--- src/rtl/rm_addr_pkg.sv ---
package rm_addr_pkg;

  typedef enum logic [1:0] {
    ACC_FETCH  = 2'd0,
    ACC_STACK  = 2'd1,
    ACC_DATA   = 2'd2,
    ACC_STRDST = 2'd3
  } acc_e;

  typedef enum logic [2:0] {
    MD_REG       = 3'd0,
    MD_IMM       = 3'd1,
    MD_DIRECT    = 3'd2,
    MD_INDIRECT  = 3'd3,
    MD_BASED     = 3'd4,
    MD_INDEXED   = 3'd5,
    MD_BIDX      = 3'd6,
    MD_BIDX_DISP = 3'd7
  } mode_e;

  typedef enum logic [1:0] {
    SEG_ES = 2'd0,
    SEG_CS = 2'd1,
    SEG_SS = 2'd2,
    SEG_DS = 2'd3
  } seg_e;

  localparam int unsigned NUM_SEG = 4;

endpackage

--- src/rtl/rm_addr_rst_sync.sv ---
module rm_addr_rst_sync #(
  parameter int unsigned STAGES = 2
) (
  input  logic clk_i,
  input  logic arst_ni,
  output logic rst_no
);

  logic [STAGES-1:0] sync_q;
  logic [STAGES-1:0] sync_d;

  generate
    if (STAGES == 1) begin : g_single
      always_comb sync_d = 1'b1;
    end else begin : g_chain
      always_comb sync_d = {sync_q[STAGES-2:0], 1'b1};
    end
  endgenerate

  always_ff @(posedge clk_i or negedge arst_ni) begin
    if (!arst_ni) begin
      sync_q <= '0;
    end else begin
      sync_q <= sync_d;
    end
  end

  assign rst_no = sync_q[STAGES-1];

endmodule

--- src/rtl/rm_addr_offset.sv ---
module rm_addr_offset
  import rm_addr_pkg::*;
#(
  parameter int unsigned OFS_W        = 16,
  parameter int unsigned DISP_SHORT_W = 8
) (
  input  logic [1:0]       acc_i,
  input  logic [2:0]       mode_i,
  input  logic             base_bp_i,
  input  logic             idx_di_i,
  input  logic             ind_idx_i,
  input  logic [OFS_W-1:0] disp_i,
  input  logic             disp_wide_i,
  input  logic [OFS_W-1:0] bx_i,
  input  logic [OFS_W-1:0] bp_i,
  input  logic [OFS_W-1:0] si_i,
  input  logic [OFS_W-1:0] di_i,
  input  logic [OFS_W-1:0] sp_i,
  input  logic [OFS_W-1:0] ip_i,
  output logic [OFS_W-1:0] offset_o,
  output logic             mem_o,
  output logic             bp_ref_o
);

  localparam int unsigned EXT_W = OFS_W - DISP_SHORT_W;

  logic [OFS_W-1:0] disp_ext;
  logic [OFS_W-1:0] base_val;
  logic [OFS_W-1:0] idx_val;
  logic [OFS_W-1:0] base_term;
  logic [OFS_W-1:0] idx_term;
  logic [OFS_W-1:0] disp_term;
  logic             use_base;
  logic             use_idx;
  logic             use_disp;

  // Short displacements carry their sign into the upper bits.
  always_comb begin
    if (disp_wide_i) begin
      disp_ext = disp_i;
    end else begin
      disp_ext = {{EXT_W{disp_i[DISP_SHORT_W-1]}}, disp_i[DISP_SHORT_W-1:0]};
    end
  end

  assign base_val = base_bp_i ? bp_i : bx_i;
  assign idx_val  = idx_di_i  ? di_i : si_i;

  // Which terms a data mode adds together.
  always_comb begin
    use_base = 1'b0;
    use_idx  = 1'b0;
    use_disp = 1'b0;
    unique case (mode_e'(mode_i))
      MD_REG, MD_IMM: ;
      MD_DIRECT:    use_disp = 1'b1;
      MD_INDIRECT: begin
        use_base = !ind_idx_i;
        use_idx  = ind_idx_i;
      end
      MD_BASED: begin
        use_base = 1'b1;
        use_disp = 1'b1;
      end
      MD_INDEXED: begin
        use_idx  = 1'b1;
        use_disp = 1'b1;
      end
      MD_BIDX: begin
        use_base = 1'b1;
        use_idx  = 1'b1;
      end
      MD_BIDX_DISP: begin
        use_base = 1'b1;
        use_idx  = 1'b1;
        use_disp = 1'b1;
      end
      default: ;
    endcase
  end

  assign base_term = use_base ? base_val : '0;
  assign idx_term  = use_idx  ? idx_val  : '0;
  assign disp_term = use_disp ? disp_ext : '0;

  always_comb begin
    offset_o = '0;
    mem_o    = 1'b1;
    bp_ref_o = 1'b0;
    unique case (acc_e'(acc_i))
      ACC_FETCH:  offset_o = ip_i;
      ACC_STACK:  offset_o = sp_i;
      ACC_STRDST: offset_o = di_i;
      ACC_DATA: begin
        mem_o    = use_base | use_idx | use_disp;
        // OFS_W-bit sum: the carry out is dropped, giving modulo wrap.
        offset_o = base_term + idx_term + disp_term;
        bp_ref_o = use_base & base_bp_i;
      end
      default: ;
    endcase
  end

endmodule

--- src/rtl/rm_addr_segsel.sv ---
module rm_addr_segsel
  import rm_addr_pkg::*;
#(
  parameter int unsigned SEG_W = 16
) (
  input  logic [1:0]       acc_i,
  input  logic             bp_ref_i,
  input  logic             ovr_en_i,
  input  logic [1:0]       ovr_sel_i,
  input  logic [SEG_W-1:0] es_i,
  input  logic [SEG_W-1:0] cs_i,
  input  logic [SEG_W-1:0] ss_i,
  input  logic [SEG_W-1:0] ds_i,
  output logic [1:0]       seg_id_o,
  output logic [SEG_W-1:0] seg_val_o
);

  logic [SEG_W-1:0] seg_tab [NUM_SEG];
  seg_e             sel;

  assign seg_tab[SEG_ES] = es_i;
  assign seg_tab[SEG_CS] = cs_i;
  assign seg_tab[SEG_SS] = ss_i;
  assign seg_tab[SEG_DS] = ds_i;

  always_comb begin
    unique case (acc_e'(acc_i))
      ACC_FETCH:  sel = SEG_CS;
      ACC_STACK:  sel = SEG_SS;
      ACC_STRDST: sel = SEG_ES;
      ACC_DATA: begin
        if (ovr_en_i) begin
          sel = seg_e'(ovr_sel_i);
        end else if (bp_ref_i) begin
          sel = SEG_SS;
        end else begin
          sel = SEG_DS;
        end
      end
      default: sel = SEG_DS;
    endcase
  end

  assign seg_id_o  = sel;
  assign seg_val_o = seg_tab[sel];

endmodule

--- src/rtl/rm_addr_phys.sv ---
module rm_addr_phys #(
  parameter int unsigned OFS_W     = 16,
  parameter int unsigned SEG_SHIFT = 4
) (
  input  logic [OFS_W-1:0]           seg_val_i,
  input  logic [OFS_W-1:0]           offset_i,
  output logic [OFS_W+SEG_SHIFT-1:0] phys_o
);

  localparam int unsigned PA_W = OFS_W + SEG_SHIFT;

  logic [PA_W-1:0] seg_base;
  logic [PA_W-1:0] ofs_ext;

  assign seg_base = {seg_val_i, {SEG_SHIFT{1'b0}}};
  assign ofs_ext  = {{SEG_SHIFT{1'b0}}, offset_i};
  // PA_W-bit result: the carry past the top bit is discarded.
  assign phys_o   = seg_base + ofs_ext;

endmodule

--- src/rtl/rm_addr_gen.sv ---
module rm_addr_gen #(
  parameter int unsigned OFS_W        = 16,
  parameter int unsigned SEG_SHIFT    = 4,
  parameter int unsigned DISP_SHORT_W = 8,
  parameter int unsigned SYNC_STAGES  = 2
) (
  input  logic                       clk_i,
  input  logic                       rst_ni,
  input  logic                       req_i,
  input  logic [1:0]                 acc_i,
  input  logic [2:0]                 mode_i,
  input  logic                       base_bp_i,
  input  logic                       idx_di_i,
  input  logic                       ind_idx_i,
  input  logic [OFS_W-1:0]           disp_i,
  input  logic                       disp_wide_i,
  input  logic [OFS_W-1:0]           bx_i,
  input  logic [OFS_W-1:0]           bp_i,
  input  logic [OFS_W-1:0]           si_i,
  input  logic [OFS_W-1:0]           di_i,
  input  logic [OFS_W-1:0]           sp_i,
  input  logic [OFS_W-1:0]           ip_i,
  input  logic [OFS_W-1:0]           es_i,
  input  logic [OFS_W-1:0]           cs_i,
  input  logic [OFS_W-1:0]           ss_i,
  input  logic [OFS_W-1:0]           ds_i,
  input  logic                       ovr_en_i,
  input  logic [1:0]                 ovr_sel_i,
  output logic                       valid_o,
  output logic                       mem_req_o,
  output logic [OFS_W-1:0]           offset_o,
  output logic [1:0]                 seg_id_o,
  output logic [OFS_W-1:0]           seg_val_o,
  output logic [OFS_W+SEG_SHIFT-1:0] phys_o
);

  localparam int unsigned PA_W = OFS_W + SEG_SHIFT;

  logic             rst_sync_n;
  logic [OFS_W-1:0] ofs_c;
  logic             mem_c;
  logic             bp_ref_c;
  logic [1:0]       sid_c;
  logic [OFS_W-1:0] sval_c;
  logic [PA_W-1:0]  pa_c;

  logic             valid_d, valid_q;
  logic             memreq_d, memreq_q;
  logic             cap_en;
  logic [OFS_W-1:0] ofs_d, ofs_q;
  logic [1:0]       sid_d, sid_q;
  logic [OFS_W-1:0] sval_d, sval_q;
  logic [PA_W-1:0]  pa_d, pa_q;

  rm_addr_rst_sync #(.STAGES(SYNC_STAGES)) u_rst_sync (
    .clk_i   (clk_i),
    .arst_ni (rst_ni),
    .rst_no  (rst_sync_n)
  );

  rm_addr_offset #(.OFS_W(OFS_W), .DISP_SHORT_W(DISP_SHORT_W)) u_offset (
    .acc_i       (acc_i),
    .mode_i      (mode_i),
    .base_bp_i   (base_bp_i),
    .idx_di_i    (idx_di_i),
    .ind_idx_i   (ind_idx_i),
    .disp_i      (disp_i),
    .disp_wide_i (disp_wide_i),
    .bx_i        (bx_i),
    .bp_i        (bp_i),
    .si_i        (si_i),
    .di_i        (di_i),
    .sp_i        (sp_i),
    .ip_i        (ip_i),
    .offset_o    (ofs_c),
    .mem_o       (mem_c),
    .bp_ref_o    (bp_ref_c)
  );

  rm_addr_segsel #(.SEG_W(OFS_W)) u_segsel (
    .acc_i     (acc_i),
    .bp_ref_i  (bp_ref_c),
    .ovr_en_i  (ovr_en_i),
    .ovr_sel_i (ovr_sel_i),
    .es_i      (es_i),
    .cs_i      (cs_i),
    .ss_i      (ss_i),
    .ds_i      (ds_i),
    .seg_id_o  (sid_c),
    .seg_val_o (sval_c)
  );

  rm_addr_phys #(.OFS_W(OFS_W), .SEG_SHIFT(SEG_SHIFT)) u_phys (
    .seg_val_i (sval_c),
    .offset_i  (ofs_c),
    .phys_o    (pa_c)
  );

  // Next state: non-memory operands return an all-zero result.
  always_comb begin
    cap_en   = req_i;
    valid_d  = req_i;
    memreq_d = req_i & mem_c;
    ofs_d    = mem_c ? ofs_c  : '0;
    sid_d    = mem_c ? sid_c  : '0;
    sval_d   = mem_c ? sval_c : '0;
    pa_d     = mem_c ? pa_c   : '0;
  end

  always_ff @(posedge clk_i or negedge rst_sync_n) begin
    if (!rst_sync_n) begin
      valid_q  <= 1'b0;
      memreq_q <= 1'b0;
      ofs_q    <= '0;
      sid_q    <= '0;
      sval_q   <= '0;
      pa_q     <= '0;
    end else begin
      valid_q  <= valid_d;
      memreq_q <= memreq_d;
      if (cap_en) begin
        ofs_q  <= ofs_d;
        sid_q  <= sid_d;
        sval_q <= sval_d;
        pa_q   <= pa_d;
      end
    end
  end

  assign valid_o   = valid_q;
  assign mem_req_o = memreq_q;
  assign offset_o  = ofs_q;
  assign seg_id_o  = sid_q;
  assign seg_val_o = sval_q;
  assign phys_o    = pa_q;

endmodule

--- config.mk ---
export PLATFORM = sky130hd
export DESIGN_NAME = rm_addr_gen
export DESIGN_NICKNAME = d
export VERILOG_FILES = /design/src/rtl/rm_addr_pkg.sv /design/src/rtl/rm_addr_rst_sync.sv /design/src/rtl/rm_addr_offset.sv /design/src/rtl/rm_addr_segsel.sv /design/src/rtl/rm_addr_phys.sv /design/src/rtl/rm_addr_gen.sv
export SDC_FILE = /design/constraint.sdc
export NUM_CORES = 1
export LEC_CHECK = 0
export BUFFER_PORTS_ARGS = -buffer_cell sky130_fd_sc_hd__buf_4
export CAP_MARGIN = 20
export CORE_ASPECT_RATIO = 0.6
export CORE_MARGIN = 1
export CORE_UTILIZATION = 49
export CTS_CLUSTER_DIAMETER = 60
export DETAILED_ROUTE_END_ITERATION = 8
export GPL_ROUTABILITY_DRIVEN = 0
export PLACE_DENSITY_LB_ADDON = 0.05
export SETUP_SLACK_MARGIN = 0.15
export SLEW_MARGIN = 20
export SYNTH_ARGS = -nofsm -noshare
export SYNTH_HDL_FRONTEND = slang
export SYNTH_HIERARCHICAL = 1
export SYNTH_SLANG_ARGS = --single-unit
--- constraint.sdc ---
create_clock -name clk_i -period 2.35 [get_ports clk_i]
set_clock_uncertainty 0.1 [all_clocks]
set_input_delay 0.235 -clock clk_i [delete_from_list [all_inputs] [get_ports clk_i]]
set_output_delay 0.235 -clock clk_i [all_outputs]
set_load 0.05 [all_outputs]
Word level (Yosys, flattened, before mapping) --
Cells that the tools add are included.
Storage, ports and cells: flip-flop bits (word level) 58, latch bits 0, RAM bits 0, memory bits (read-only) 0, logic and storage cells 52, memories kept 0
Operators by class: add/sub/neg operators 3, multiply operators 0, div/mod/pow operators 0, magnitude comparators 1, equality and inequality tests 9, shift operators 0, multiplexer cells 22, bitwise gates (word level) 5, reduce and logical (&&, ||, !) cells 5
Operators by type and width (number):
- $mux W16 | 10
- $pmux W16 S4 | 1
- $add A16 B16 Y16 | 2
- $bmux W16 S2 | 1
- $add A20 B16 Y20 | 1
- $mux W20 | 1
- $eq A3 B3 Y1 const B | 4
- $pmux W2 S4 | 1
- $eq A3 B2 Y1 const B | 2
- $reduce_or A3 Y1 | 2
- $eq A2 B2 Y1 const B | 2
- $mux W1 | 4
- $mux W2 | 2
- $pmux W1 S2 | 2
- $reduce_or A4 Y1 | 1
- $ge A3 B3 Y1 const B | 1
- $not A2 Y3 | 1
- $and A1 B1 Y1 | 2
- $eq A2 B1 Y1 const B | 1
- $logic_not A2 Y1 | 1
- $or A1 B1 Y1 | 2
- $logic_not A1 Y1 | 1

Depth between registers and ports, before layout --
depth after elaboration 14, gate-level depth with buffers 22, gate-level depth less buffers 21

Cells and area by module --
Netlist, hierarchy kept.
By module, submodules not included:
- rm_addr_gen | times used 1, cells each 227, area each 2245.9 um^2, seq. area each 1401.3 um^2
- rm_addr_offset | times used 1, cells each 273, area each 2153.3 um^2, seq. area each 0.0 um^2
- rm_addr_phys | times used 1, cells each 90, area each 675.6 um^2, seq. area each 0.0 um^2
- rm_addr_segsel | times used 1, cells each 26, area each 467.9 um^2, seq. area each 0.0 um^2
- rm_addr_rst_sync | times used 1, cells each 3, area each 53.8 um^2, seq. area each 50.0 um^2

Least setup slack after synthesis --
Ideal clock, no wire load.
path type in2reg, start point input mode_i[0], end point register pa_q[19], in the netlist phys_o[19], data arrival time 4.836 ns, data required time 2.184 ns, setup slack -2.652 ns, cell stages on the path 20, path buffers 2, cells stage by stage nand2b_1 xnor2_1 clkbuf_1 nand2_1 fa_1 inv_1 ha_1 a21o_1 a21o_1 a21o_2 nor2_1 xnor2_1 mux4_2 ha_1 clkbuf_1 a21o_1 a221o_1 or4b_1 o211ai_1 a22o_1
Between the ends: elaborated cells on any way between the ends 32, those cells by class add/sub: 3; eq/ne: 6; mux: 16; bitwise: 4; reduce/logical: 3
RTL lines:
- from (decl) | RTL line rm_addr_gen.sv:11 | input logic [2:0] mode_i,
- $eq A3 B3 Y1 | RTL line rm_addr_offset.sv:54 | unique case (mode_e'(mode_i))
- $reduce_or A3 Y1 (no line)
- $pmux W1 S2 | RTL line rm_addr_offset.sv:54
- $mux W16, on equally long branches | RTL line rm_addr_offset.sv:82, rm_addr_offset.sv:83
- $add A16 B16 Y16 | RTL line rm_addr_offset.sv:97 | offset_o = base_term + idx_term + disp_term;
- $add A16 B16 Y16 (*) | RTL line rm_addr_offset.sv:97
- $pmux W16 S4 (*) | RTL line rm_addr_offset.sv:90 | unique case (acc_e'(acc_i))
- via ofs_c[10] | RTL line rm_addr_gen.sv:40 | logic [OFS_W-1:0] ofs_c;
- $add A20 B16 Y20 (*) | RTL line rm_addr_phys.sv:18 | assign phys_o = seg_base + ofs_ext;
- via pa_c[19] | RTL line rm_addr_gen.sv:45 | logic [PA_W-1:0] pa_c;
- $mux W20 (*) | RTL line rm_addr_gen.sv:107 | pa_d = mem_c ? pa_c : '0;
- to (signal assigned) | RTL line rm_addr_gen.sv:125 | pa_q <= pa_d;
- to (decl) | RTL line rm_addr_gen.sv:53 | logic [PA_W-1:0] pa_d, pa_q;
The timed path passes the listed nets; every way through them passes the cells marked *. The select of a mux whose other input is x is not followed. A chain may end at the register's enable or synchronous reset.

Final worst setup path --
start point input mode_i[0], end point register pa_q[13], in the netlist phys_o[13]
Same word-level chain as after synthesis.

==> impl_metrics.py <==
metrics = {
    "run_status": {
        "outcome": "finished, violations left",
        "violations": "negative setup slack",
    },
    "final_layout": {
        "antenna_cells": 0,
        "ff_latch_area_um2": 1450,
        "final_cell_mix": "342 x buf_4, 81 x inv_1, 60 x nand2_1",
        "instances_no_fill": 1112,
        "fin_nets": 1202,
        "fillers": 465,
        "multi_input_area_um2": 4410,
        "drive_above_1_share_pct": 61.9,
        "syn_to_final_growth_pct": 74.2,
        "layout.cells.most_common": "buf_4",
    },
    "power_and_ir_drop": {
        "p_total_mw": 7.61,
        "power_density_nw_per_um2": 781,
        "power.leakage_nw": 4.83,
        "ir_drop_uv": 505,
    },
    "yosys": {
        "synthArstFlopShare_pct": 100,
        "synth_top_family_by_area": "multiplexers",
        "synth_nets": 853,
        "netlist_area_um2": 5600,
        "synth_cell_types": 58,
        "synth_xor_area_share_pct": 4.31,
        "yosys_warnings": 6,
        "synth_top_area_share_pct": 25.9,
        "avgSynthCellArea_um2": 9.04,
        "seq_area_frac_synth_pct": 25.9,
        "synth_compound_area_share_pct": 14.4,
        "yosysTopAreaCell": "dfrtp_1",
        "synthSimpleGateAreaFrac_pct": 13.7,
        "synth_edf_count": 0,
        "syn_inst": 619,
        "yosys-mux-area-fraction_pct": 19.5,
        "synth-seq-cells": 58,
        "synth_fa_ha_area_share_pct": 11.9,
        "ys.flop_type": "dfrtp_1",
        "synth_area_leaders": "dfrtp_1 26%, mux4_2 8.5%, mux2_2 6.8%, fa_1 6.1%, ha_1 5.8%",
    },
    "floorplanning": {
        "die_h_um": 84.8,
        "die_w_um": 140,
        "start_util_pct": 51.6,
        "core_um2": 10800,
        "die_area_um2": 11900,
        "fp-row-count": 29,
        "io_pins": 247,
    },
    "clock_tree": {
        "clk_transition_reported_paths_ns": 0.06,
        "clkLatencyLatePin_ns": 0.35,
        "cts_tree": "done",
        "cts_made_buffers": 9,
        "clockRootBuffer": "clkbuf_16",
        "cts_sinks": 58,
        "cts-root-to-sink-buffers": 2,
        "htreeDepth": 3,
    },
    "route": {
        "wl_met2_mm": 12.5,
        "detail-route-antenna-nets": 0,
        "routed_wl_mm": 27.0,
        "post_drt_wl_per_cell_um": 24.3,
        "drtIter0Drc": 917,
        "wl_met3_mm": 3.00,
        "vias_per_cell": 6.43,
        "via_count": 7146,
        "met1_length_mm": 9.48,
        "dr.pass1.iters": 7,
        "highest-signal-layer": "met4",
        "drcViolationCount": 0,
    },
    "job": {
        "maxCapViolations": 0,
    },
    "sta": {
        "slew_viol_final": 0,
        "fin_crit_ns": 4.89,
        "timing.hold.ws_ns": 0.106,
        "setup_violations": 49,
        "setup_tns_ns": -49.69,
        "fin_crit_sh_pct": 208,
        "hold_viol": 0,
        "rsz0062_at_grt": "yes",
        "maxSlewHeadroom_pct": 48.4,
        "tightest_slew_ns": 0.771,
        "layout_setup_ws_ns": -2.54,
        "fmax_mhz": 204,
    },
    "global_route": {
        "first_global_vias": 6609,
        "grt.total_usage_pct": 37.2,
        "overflow": 0,
        "grt_antenna_before_repair": 0,
        "grt_max_degree": 52,
        "grt_pass1_wl_mm": 33.8,
    },
    "place": {
        "portBuffers": 246,
        "dp.cells": 1058,
        "hpwlAfterDp_mm": 15.8,
        "place_worst_setup_slack_ns": -2.57,
    },
    "critical_path": {
        "cp_max_fo": 5,
        "crit_path_end_kind": "register",
        "required_ns": 2.51,
        "arrival_ns": 5.05,
        "crit_path_start_kind": "input port",
        "path_class": "input port to register",
    },
    "hold_path": {
        "min_path_type": "input port to async pin",
    },
}
[worst max-delay path, stage by stage]
cell and delay (ns):
buf_8 0.11, nand2b_4 0.15, xnor2_4 0.28, buf_6 0.16, buf_4 0.09, nand2_1 0.07
fa_1 0.40, inv_1 0.12, ha_4 0.15, buf_4 0.10, a21o_1 0.14, nand4_1 0.25
a21oi_4 0.29, nor2_2 0.07, xnor2_1 0.12, mux4_2 0.53, ha_4 0.26, a21o_1 0.22
buf_6 0.13, or3_4 0.36, o211ai_1 0.26, xnor2_1 0.17, nand3_1 0.17, o21ai_1 0.22
[routing by layer]
metal	vias to the layer above	track usage (%)
met5	-	0
met4	0	11.5
met3	233	8.78
met2	711	62.5
met1	3353	47.9
li1	2849	-
[worst paths after layout]
kind / from / endpoint / slack [ns] / cells past startpoint
min in group clk_i: req_i / valid_o / 0.23 / 1
worst max register to register: u_rst_sync/sync_q[1] / seg_id_o[0] / 1.36 / 1
worst min-delay path: rst_ni / u_rst_sync/sync_q[0] / 0.11 / 2
worst min register to register: u_rst_sync/sync_q[1] / seg_val_o[4] / 0.18 / 0
max in group asynchronous: u_rst_sync/sync_q[1] / seg_id_o[0] / 1.36 / 1
worst max-delay path: mode_i[0] / phys_o[13] / -2.54 / 24
[through the flow]
step                      util, %  instance area [µm²]
after floorplan                 -                 5940
after global placement       77.4                 8390
after detailed placement     77.4                 8390
after CTS                    85.4                 9260
after global routing         89.9                 9750
final                        89.9                 9750
[kinds of logic after synthesis]
logic type      Yosys count
mux                      67
flops                    58
simple gates            165
xor+xnor                 26
buf+inv                 127
fa+ha+maj                43
compound gates          132
other cells               1
[flip-flops by register name (all words and copies together) (netlist names)]
name and cells:
phys_o 20, offset_o 16, seg_val_o 16, seg_id_o 2
u_rst_sync/sync_q 2, mem_req_o 1, valid_o 1
[cells in the mapped netlist, drive strengths merged (2+ instances only)]
cell,n
o211ai,5
nor2b,4
nand2,73
buf,29
a21oi,25
inv,86
xor2,8
a22o,5
nand2b,2
nand3,56
mux2i,5
mux2,34
and3,2
o22ai,5
or3,3
o221ai,2
clkbuf,12
o21ai,55
o2111ai,2
nor3,4
mux4,28
nand4,2
xnor2,17
nor3b,2
nor2,10
ha,26
a31oi,4
a21o,16
dfrtp,58
fa,17
o31ai,2
a211oi,5
[final cells by class]
cell class | count | share of cell area (%)
Tap cell | 139 | 1.78
Sequential cell | 58 | 14.9
Clock buffer | 10 | 2.45
Clock inverter | 6 | 0.821
Multi-Input combinational cell | 434 | 45.2
Inverter | 86 | 3.34
Timing Repair Buffer | 379 | 31.5
[report_power, final]
part / internal (mW) / leakage [nW] / switching [mW] / total [mW]
registers: 1.22 / 0.707 / 0.180 / 1.40
logic: 2.04 / 3.97 / 2.70 / 4.75
clock network: 0.948 / 0.162 / 0.514 / 1.46
[what timing repair did]
action	in CTS	in global routing
endpoints found under the hold margin	2	0
setup buffers	17	19
endpoints found under the setup margin	50	50
gates cloned	1	0
pin swaps	47	38
hold buffers	1	0
gates resized for setup	86	70
No activity file was read; power rests on OpenSTA's default activity.
